File: config.mk
export PLATFORM = sky130hd
export DESIGN_NAME = matprod_check
export DESIGN_NICKNAME = d
export VERILOG_FILES = /design/src/rtl/mpc_pkg.sv /design/src/rtl/mpc_lfsr.sv /design/src/rtl/mpc_mat_store.sv /design/src/rtl/mpc_ctrl.sv /design/src/rtl/matprod_check.sv
export SDC_FILE = /design/constraint.sdc
export NUM_CORES = 2
export LEC_CHECK = 0
export ABC_CLOCK_PERIOD_IN_PS = 19530
export BUFFER_PORTS_ARGS = -buffer_cell sky130_fd_sc_hd__buf_2
export CAP_MARGIN = 25
export CELL_PAD_IN_SITES_DETAIL_PLACEMENT = 0
export CELL_PAD_IN_SITES_GLOBAL_PLACEMENT = 1
export CORE_MARGIN = 2
export CORE_UTILIZATION = 58
export DETAILED_ROUTE_END_ITERATION = 8
export GPL_TIMING_DRIVEN = 0
export PLACE_DENSITY_LB_ADDON = 0.2
export SLEW_MARGIN = 20
export SYNTH_ARGS = -nofsm -noshare
export SYNTH_HDL_FRONTEND = slang
export SYNTH_SLANG_ARGS = --single-unit
File: constraint.sdc
create_clock -name clk -period 19.53 [get_ports clk]
set_clock_uncertainty 0.05 [all_clocks]
set_input_delay 1.953 -clock clk [delete_from_list [all_inputs] [get_ports clk]]
set_output_delay 1.953 -clock clk [all_outputs]
set_load 0.05 [all_outputs]
File: src/rtl/mpc_pkg.sv
// Shared types for the matrix product checker.
// Assumes nothing beyond a single clock domain.
package mpc_pkg;

    typedef enum logic [2:0] {
        ST_IDLE = 3'd0,
        ST_BSUM = 3'd1,
        ST_ROW  = 3'd2,
        ST_CMP  = 3'd3,
        ST_DONE = 3'd4
    } ctl_state_t;

    localparam logic [1:0] SEL_A = 2'd0;
    localparam logic [1:0] SEL_B = 2'd1;
    localparam logic [1:0] SEL_C = 2'd2;

endpackage

File: src/rtl/mpc_lfsr.sv
// 16-bit Fibonacci shift-register generator (taps 16,14,13,11), maximal length.
// Assumes SEED is nonzero; steps only when adv is high.
module mpc_lfsr #(
    parameter logic [15:0] SEED = 16'hACE1
) (
    input  logic        clk,
    input  logic        rst_n,
    input  logic        adv,
    output logic [15:0] q
);

    logic fb;

    // Feedback bit from the tap positions.
    always_comb fb = q[15] ^ q[13] ^ q[12] ^ q[10];

    // State register: load seed on reset, shift on advance.
    always_ff @(posedge clk) begin
        if (!rst_n)   q <= SEED;
        else if (adv) q <= {q[14:0], fb};
    end

    p_lfsr_nonzero_r4: assert property (@(posedge clk) disable iff (!rst_n)
        q != 16'h0000);
    p_lfsr_hold_r4: assert property (@(posedge clk) disable iff (!rst_n)
        !adv |=> $stable(q));

endmodule

File: src/rtl/mpc_mat_store.sv
// One n x n register array with a single write port and a single
// combinational read port. Assumes row/col indices are below N.
module mpc_mat_store #(
    parameter int N  = 4,
    parameter int DW = 8,
    parameter int IW = 2
) (
    input  logic          clk,
    input  logic          rst_n,
    input  logic          we,
    input  logic [IW-1:0] wr_row,
    input  logic [IW-1:0] wr_col,
    input  logic [DW-1:0] wr_data,
    input  logic [IW-1:0] rd_row,
    input  logic [IW-1:0] rd_col,
    output logic [DW-1:0] rd_data
);

    localparam int DEPTH = N * N;

    logic [DW-1:0] mem [DEPTH];

    // Element storage: clear on reset, write when enabled.
    always_ff @(posedge clk) begin
        if (!rst_n) begin
            for (int e = 0; e < DEPTH; e++) mem[e] <= '0;
        end else if (we) begin
            mem[int'(wr_row) * N + int'(wr_col)] <= wr_data;
        end
    end

    // Read port addressed by the sequencer indices.
    always_comb rd_data = mem[int'(rd_row) * N + int'(rd_col)];

    for (genvar e = 0; e < DEPTH; e++) begin : g_hold
        p_hold_r1: assert property (@(posedge clk) disable iff (!rst_n)
            !we |=> $stable(mem[e]));
    end

endmodule

File: src/rtl/mpc_ctrl.sv
// Sequencer: walks B row by row (n*n cycles), then each row of A and C
// (n accumulate cycles plus one compare), once or twice, then one done cycle.
// Assumes start is a synchronous pulse; mode is captured at launch.
module mpc_ctrl
    import mpc_pkg::*;
#(
    parameter int N  = 4,
    parameter int IW = 2
) (
    input  logic          clk,
    input  logic          rst_n,
    input  logic          start,
    input  logic          mode,
    output ctl_state_t    st,
    output logic [IW-1:0] row,
    output logic [IW-1:0] col,
    output logic          pass,
    output logic          two_pass,
    output logic          launch
);

    localparam logic [IW-1:0] LAST = IW'(N - 1);

    // Start is accepted only while idle.
    always_comb launch = (st == ST_IDLE) && start;

    // State, index and pass registers.
    always_ff @(posedge clk) begin
        if (!rst_n) begin
            st       <= ST_IDLE;
            row      <= '0;
            col      <= '0;
            pass     <= 1'b0;
            two_pass <= 1'b0;
        end else begin
            case (st)
                ST_IDLE: if (start) begin
                    st       <= ST_BSUM;
                    row      <= '0;
                    col      <= '0;
                    pass     <= 1'b0;
                    two_pass <= mode;
                end
                ST_BSUM: begin
                    if (col == LAST) begin
                        col <= '0;
                        if (row == LAST) begin
                            row <= '0;
                            st  <= ST_ROW;
                        end else begin
                            row <= row + 1'b1;
                        end
                    end else begin
                        col <= col + 1'b1;
                    end
                end
                ST_ROW: begin
                    if (col == LAST) begin
                        col <= '0;
                        st  <= ST_CMP;
                    end else begin
                        col <= col + 1'b1;
                    end
                end
                ST_CMP: begin
                    if (row == LAST) begin
                        row <= '0;
                        if (two_pass && !pass) begin
                            pass <= 1'b1;
                            st   <= ST_BSUM;
                        end else begin
                            st   <= ST_DONE;
                        end
                    end else begin
                        row <= row + 1'b1;
                        st  <= ST_ROW;
                    end
                end
                ST_DONE: st <= ST_IDLE;
                default: st <= ST_IDLE;
            endcase
        end
    end

    p_start_dropped_r2: assert property (@(posedge clk) disable iff (!rst_n)
        (st != ST_IDLE && st != ST_DONE && start) |=> (st != ST_IDLE));
    p_pass_order_r4: assert property (@(posedge clk) disable iff (!rst_n)
        (pass && st != ST_IDLE) |-> two_pass);

endmodule

File: src/rtl/matprod_check.sv
// Matrix product checker. Holds A, B, C; on start folds B against a
// weight vector into s, then per row compares weighted C sums with A.s.
// Assumes non-negative elements, N >= 2, indices on the write port below N.
module matprod_check
    import mpc_pkg::*;
#(
    parameter int          N    = 4,
    parameter int          W    = 8,
    parameter logic [15:0] SEED = 16'hACE1,
    localparam int         IW   = (N > 1) ? $clog2(N) : 1,
    localparam int         WC   = 2 * W + IW
) (
    input  logic          clk,
    input  logic          rst_n,
    input  logic          wr_en,
    input  logic [1:0]    wr_sel,
    input  logic [IW-1:0] wr_row,
    input  logic [IW-1:0] wr_col,
    input  logic [WC-1:0] wr_data,
    input  logic          mode,
    input  logic          start,
    output logic          busy,
    output logic          done,
    output logic          err,
    output logic [IW-1:0] err_row
);

    localparam int WA = 2 * W + 2 * IW + 1;

    ctl_state_t    st;
    logic [IW-1:0] row, col;
    logic          pass, two_pass, launch;
    logic [15:0]   rnd;
    logic [N-1:0]  rbits, wvec;
    logic [WC-1:0] rd [3];
    logic [WA-1:0] s_q [N];
    logic [WA-1:0] cr_q, abr_q;
    logic [WA-1:0] b_term, c_term, a_term;

    mpc_ctrl #(.N(N), .IW(IW)) ctrl_i (
        .clk(clk), .rst_n(rst_n), .start(start), .mode(mode),
        .st(st), .row(row), .col(col), .pass(pass),
        .two_pass(two_pass), .launch(launch)
    );

    mpc_lfsr #(.SEED(SEED)) lfsr_i (
        .clk(clk), .rst_n(rst_n), .adv(launch), .q(rnd)
    );

    for (genvar m = 0; m < 3; m++) begin : g_mat
        localparam int DW = (m == 2) ? WC : W;
        logic [DW-1:0] q;
        logic          we_m;
        // Write gate: selected matrix, and only while idle.
        always_comb we_m = wr_en && !busy && (wr_sel == 2'(m));
        mpc_mat_store #(.N(N), .DW(DW), .IW(IW)) store_i (
            .clk(clk), .rst_n(rst_n), .we(we_m),
            .wr_row(wr_row), .wr_col(wr_col), .wr_data(wr_data[DW-1:0]),
            .rd_row(row), .rd_col(col), .rd_data(q)
        );
        // Widen the read value to a common width.
        always_comb rd[m] = WC'(q);
    end

    for (genvar j = 0; j < N; j++) begin : g_rbit
        // Random weight bit j, reusing generator bits when N exceeds 16.
        always_comb rbits[j] = rnd[j % 16];
    end

    // Weight vector for the current pass.
    always_comb begin
        if (!two_pass) wvec = '1;
        else if (pass) wvec = ~rbits;
        else           wvec = rbits;
    end

    // Per-cycle terms: weight selects B and C, one true multiply for A.s.
    always_comb begin
        b_term = wvec[col] ? WA'(rd[SEL_B]) : '0;
        c_term = wvec[col] ? WA'(rd[SEL_C]) : '0;
        a_term = WA'(rd[SEL_A]) * s_q[col];
    end

    // Accumulators, comparison and sticky result capture.
    always_ff @(posedge clk) begin
        if (!rst_n) begin
            for (int k = 0; k < N; k++) s_q[k] <= '0;
            cr_q    <= '0;
            abr_q   <= '0;
            err     <= 1'b0;
            err_row <= '0;
        end else begin
            if (launch) begin
                err     <= 1'b0;
                err_row <= '0;
            end
            case (st)
                ST_BSUM: s_q[row] <= ((col == '0) ? '0 : s_q[row]) + b_term;
                ST_ROW: begin
                    cr_q  <= ((col == '0) ? '0 : cr_q) + c_term;
                    abr_q <= ((col == '0) ? '0 : abr_q) + a_term;
                end
                ST_CMP: if ((cr_q != abr_q) && !err) begin
                    err     <= 1'b1;
                    err_row <= row;
                end
                default: ;
            endcase
        end
    end

    // Status outputs decoded from the sequencer state.
    always_comb begin
        busy = (st != ST_IDLE);
        done = (st == ST_DONE);
    end

    p_done_single_r7: assert property (@(posedge clk) disable iff (!rst_n)
        done |=> !done);
    p_err_sticky_r8: assert property (@(posedge clk) disable iff (!rst_n)
        (err && !launch) |=> err);
    p_err_clear_r8: assert property (@(posedge clk) disable iff (!rst_n)
        launch |=> !err);
    p_err_row_hold_r6: assert property (@(posedge clk) disable iff (!rst_n)
        (err && !launch) |=> $stable(err_row));
    p_idle_quiet_r11: assert property (@(posedge clk) disable iff (!rst_n)
        !busy |-> !done);

endmodule

==> results.cfg <==
[status]
run_status = complete, no violations

[critical_path]
reg2reg_slack_ps = 10290
cp-start-kind = flip-flop
end_kind = flip-flop
slowest_delay_ps = 580
crit_type = reg2reg
cp.arrival_ps = 9700
crit_fanout = 10
reg2reg_to = abr_q[18]$_SDFFE_PN0P_
cp_slowest_cell = fa_1
crit_required_ps = 20000
path_buf_inv = 15
critPathTopFamily = buffers and inverters
rr_worst_depth = 31
r2r_start = ctrl_i.col[0]$_SDFFE_PN0P_
critPathMostFrequentCell = inv_1

[route]
wl_mm = 105
drt_first_pass_iters = 6
detailroute.via_count = 24689
wl_per_cell_um = 25.8
drt_iter0_drc = 2674
via_per_inst = 6.09
drc = 0
antenna_left = 0

[yosys]
syn_nets = 3196
ys.flop_type = edfxtp_1
yosys_warnings = 0
ys_seq_elements = 702
synthCells = 2997
synthArstFlopShare = 0
ys_types = 66
syn_avg_cell_area_um2 = 12.7
netlist_area_um2 = 38200
synth.yosys.seq_area_share = 0.532
synth_edf_count = 628

[timing]
hold_viol_final = 0
worst_slack_ps = 10290
fin_setup_tns_ps = 0
setup_violations = 0
drv_slew = 0
relSlewSlack = 0.259
fmax_ghz = 0.108
worstMarginPinSlew_ps = 1110
rsz0062_at_grt = false
fin_crit_sh = 0.473
min_period_ps = 9240

[global_route]
grt_pass1_wl_mm = 158
grt_max_degree = 19
overflow = 0
antenna_found_initial = 4
track_usage = 0.319
grt_pass1_vias = 25370

[power_and_ir_drop]
p_per_area_nw_per_um2 = 92.3
internal_power_w = 0.00279
peakVddDrop_mv = 0.0679
p_clk_frac = 0.359
sw_frac_of_total = 0.283
power_frac_comb = 0.204
switchingPower_w = 0.00110
pwr-share-seq = 0.437
leakagePower_nw = 16.0

[die]
initial_core_util = 0.583
ios = 34
coreArea_um2 = 65500
die_h_um = 261
die-area_um2 = 67900
die_w_um = 261
rows = 94

[clock_network]
numClockSinks = 702
cts_tree = yes
clk_pin_slew_ps = 60
clock_latency_ps = 640
h-tree-depth = 3
cts_hold_buf = 0
post_cts_buffers = 0
clockBufferDepth = 3
clockRootBuffer = clkbuf_16
cts_buffers = 75
post_cts_resized = 0

[finish]
fin_nets = 3326
final_area_um2 = 42200
regArea_um2 = 20300
drive_above_1_share = 0.125
fill_cells = 4855
multi_input_area_um2 = 16500
syn_to_final_growth_pct = 10.4
final_core_util = 0.644

[hold_path]
worstHoldStart = lfsr_i.q[4]$_SDFFE_PN0P_
whs_path_depth = 2
hold_end = lfsr_i.q[4]$_SDFFE_PN0P_
min_path_type = reg2reg

[placed_design]
postPlaceCellArea_um2 = 39800
gp_congestion = 0.895
dpl_worst_slack_ps = 10310
dp_hpwl_mm = 76.8
io_buffers = 25

[run]
maxCapViolCount = 0
[final cells by class]
class / instances / area share
Timing Repair Buffer: 53 / 0.0104
Sequential cell: 702 / 0.482
Clock buffer: 92 / 0.0462
Tap cell: 864 / 0.0256
Clock inverter: 41 / 0.0100
Buffer: 184 / 0.0185
Inverter: 169 / 0.0150
Antenna cell: 4 / 0.000237
Multi-Input combinational cell: 1942 / 0.392
[how the worst max path moves through the flow]
stage	end	startpoint	cells after the start	slack (ps)
after global routing	abr_q[18]$_SDFFE_PN0P_	ctrl_i.col[0]$_SDFFE_PN0P_	31	9680
after CTS	abr_q[18]$_SDFFE_PN0P_	ctrl_i.col[0]$_SDFFE_PN0P_	31	10260
final	abr_q[18]$_SDFFE_PN0P_	ctrl_i.col[0]$_SDFFE_PN0P_	31	10290
after detailed placement	abr_q[18]$_SDFFE_PN0P_	ctrl_i.col[0]$_SDFFE_PN0P_	31	10310
after global placement	abr_q[18]$_SDFFE_PN0P_	ctrl_i.col[0]$_SDFFE_PN0P_	31	10320
after floorplan	abr_q[18]$_SDFFE_PN0P_	ctrl_i.col[0]$_SDFFE_PN0P_	31	12560
[Yosys cell counts (3+ instances only)]
library cell  count  area, um2
a21o_1           10       75.1
nand3_1          38        190
mux2_2            9        101
dfxtp_1          74       1480
ha_1             59        738
fa_1            111       2220
o21bai_1          3       22.5
nand2b_1         17        106
buf_2            22        110
o21a_1           12       90.1
nand2_1         222        833
mux4_2          183       4120
o211a_1           5       50.1
nand3b_1          4       30.0
o211ai_1          4       30.0
nor3_1           18       90.1
o22ai_1           3       18.8
xnor3_1           3       67.6
buf_1             4       15.0
o31ai_1           3       22.5
a21boi_0         25        188
o21ai_0          86        430
a21oi_1          32        160
edfxtp_1        628      18900
mux4_1            5        131
nor4_1            5       31.3
and2_1          618       3870
nor2b_1          86        538
a211oi_1          6       45.0
buf_6             3       33.8
and3_1            3       18.8
clkbuf_1        151        567
a31oi_1           3       18.8
nor2_1          191        717
o21ai_1          20        100
xnor2_1          37        324
inv_1           167        627
a22oi_1          12       90.1
or3_1             8       50.1
xor2_1           41        359
mux2i_1          35        350
[per-layer routing]
layer | vias up | track usage | routed length [um]
met4 | 4 | 0.132 | 4690
met5 | - | 0 | 25
met3 | 266 | 0.0601 | 8920
met2 | 1194 | 0.516 | 49800
li1 | 10755 | - | -
met1 | 12470 | 0.430 | 41000
[worst register-to-register path, delay by kind of cell, from the launching register on]
family / cells / cell delay, ps
xor+xnor: 1 / 280
simple gates: 5 / 950
flops: 1 / 350
fa+ha+maj: 6 / 2520
buf+inv: 15 / 4030
compound gates: 4 / 940
[flip-flops by register name (all words and copies together) (netlist names), named ones only]
register / flops
g_mat.store_i.mem: 544
s_q: 84
abr_q: 21
cr_q: 21
lfsr_i.q: 16
ctrl_i.st: 3
ctrl_i.col: 2
ctrl_i.row: 2
err_row: 2
ctrl_i.pass: 1
ctrl_i.two_pass: 1
err: 1
[placed cells by master, fill, tap and decap left out, types with 35 or more instances in the layout]
cell,instances
nor2_1,191
mux2i_1,35
nor2b_1,86
mux4_2,183
clkbuf_16,75
buf_2,49
dfxtp_1,74
xor2_1,41
nand3_1,38
edfxtp_1,628
xnor2_1,37
nand2_1,222
o21ai_0,40
clkbuf_1,167
ha_1,59
and2_1,618
fa_1,111
inv_1,167
o21ai_1,50
[power by group through the flow]
stage | combinational [W] | clock (W) | sequential (W)
5_1_grt | 0.000877 | 0.00146 | 0.00171
6_report | 0.000792 | 0.00140 | 0.00170
3_3_place_gp | 0.000769 | 0 | 0.00173
2_1_floorplan | 0.000547 | 0 | 0.00173
4_1_cts | 0.000793 | 0.00140 | 0.00170
3_5_place_dp | 0.000782 | 0 | 0.00173
[metrics by stage]
step                hold slack, ps  instances  power, W
floorplan                      390       2997   0.00227
global placement               399       3886   0.00250
detailed placement             411       3913   0.00251
CTS                            421       4046   0.00390
global route                   438       4047   0.00404
finish                         418       4051   0.00389
[kinds of logic (layout without fill, tap and decap cells)]
logic type,Yosys count,count (layout),share of synthesized area
other,0,4,0
DFF,702,702,0.532
and+or+nand+nor,1221,1221,0.172
buffers and inverters,353,539,0.0370
muxes,233,233,0.124
adders and majority gates,170,170,0.0775
xor gates and xnor gates,81,81,0.0196
AOI/OAI and AO/OA,237,237,0.0382
No activity file was read; power rests on OpenSTA's default activity.
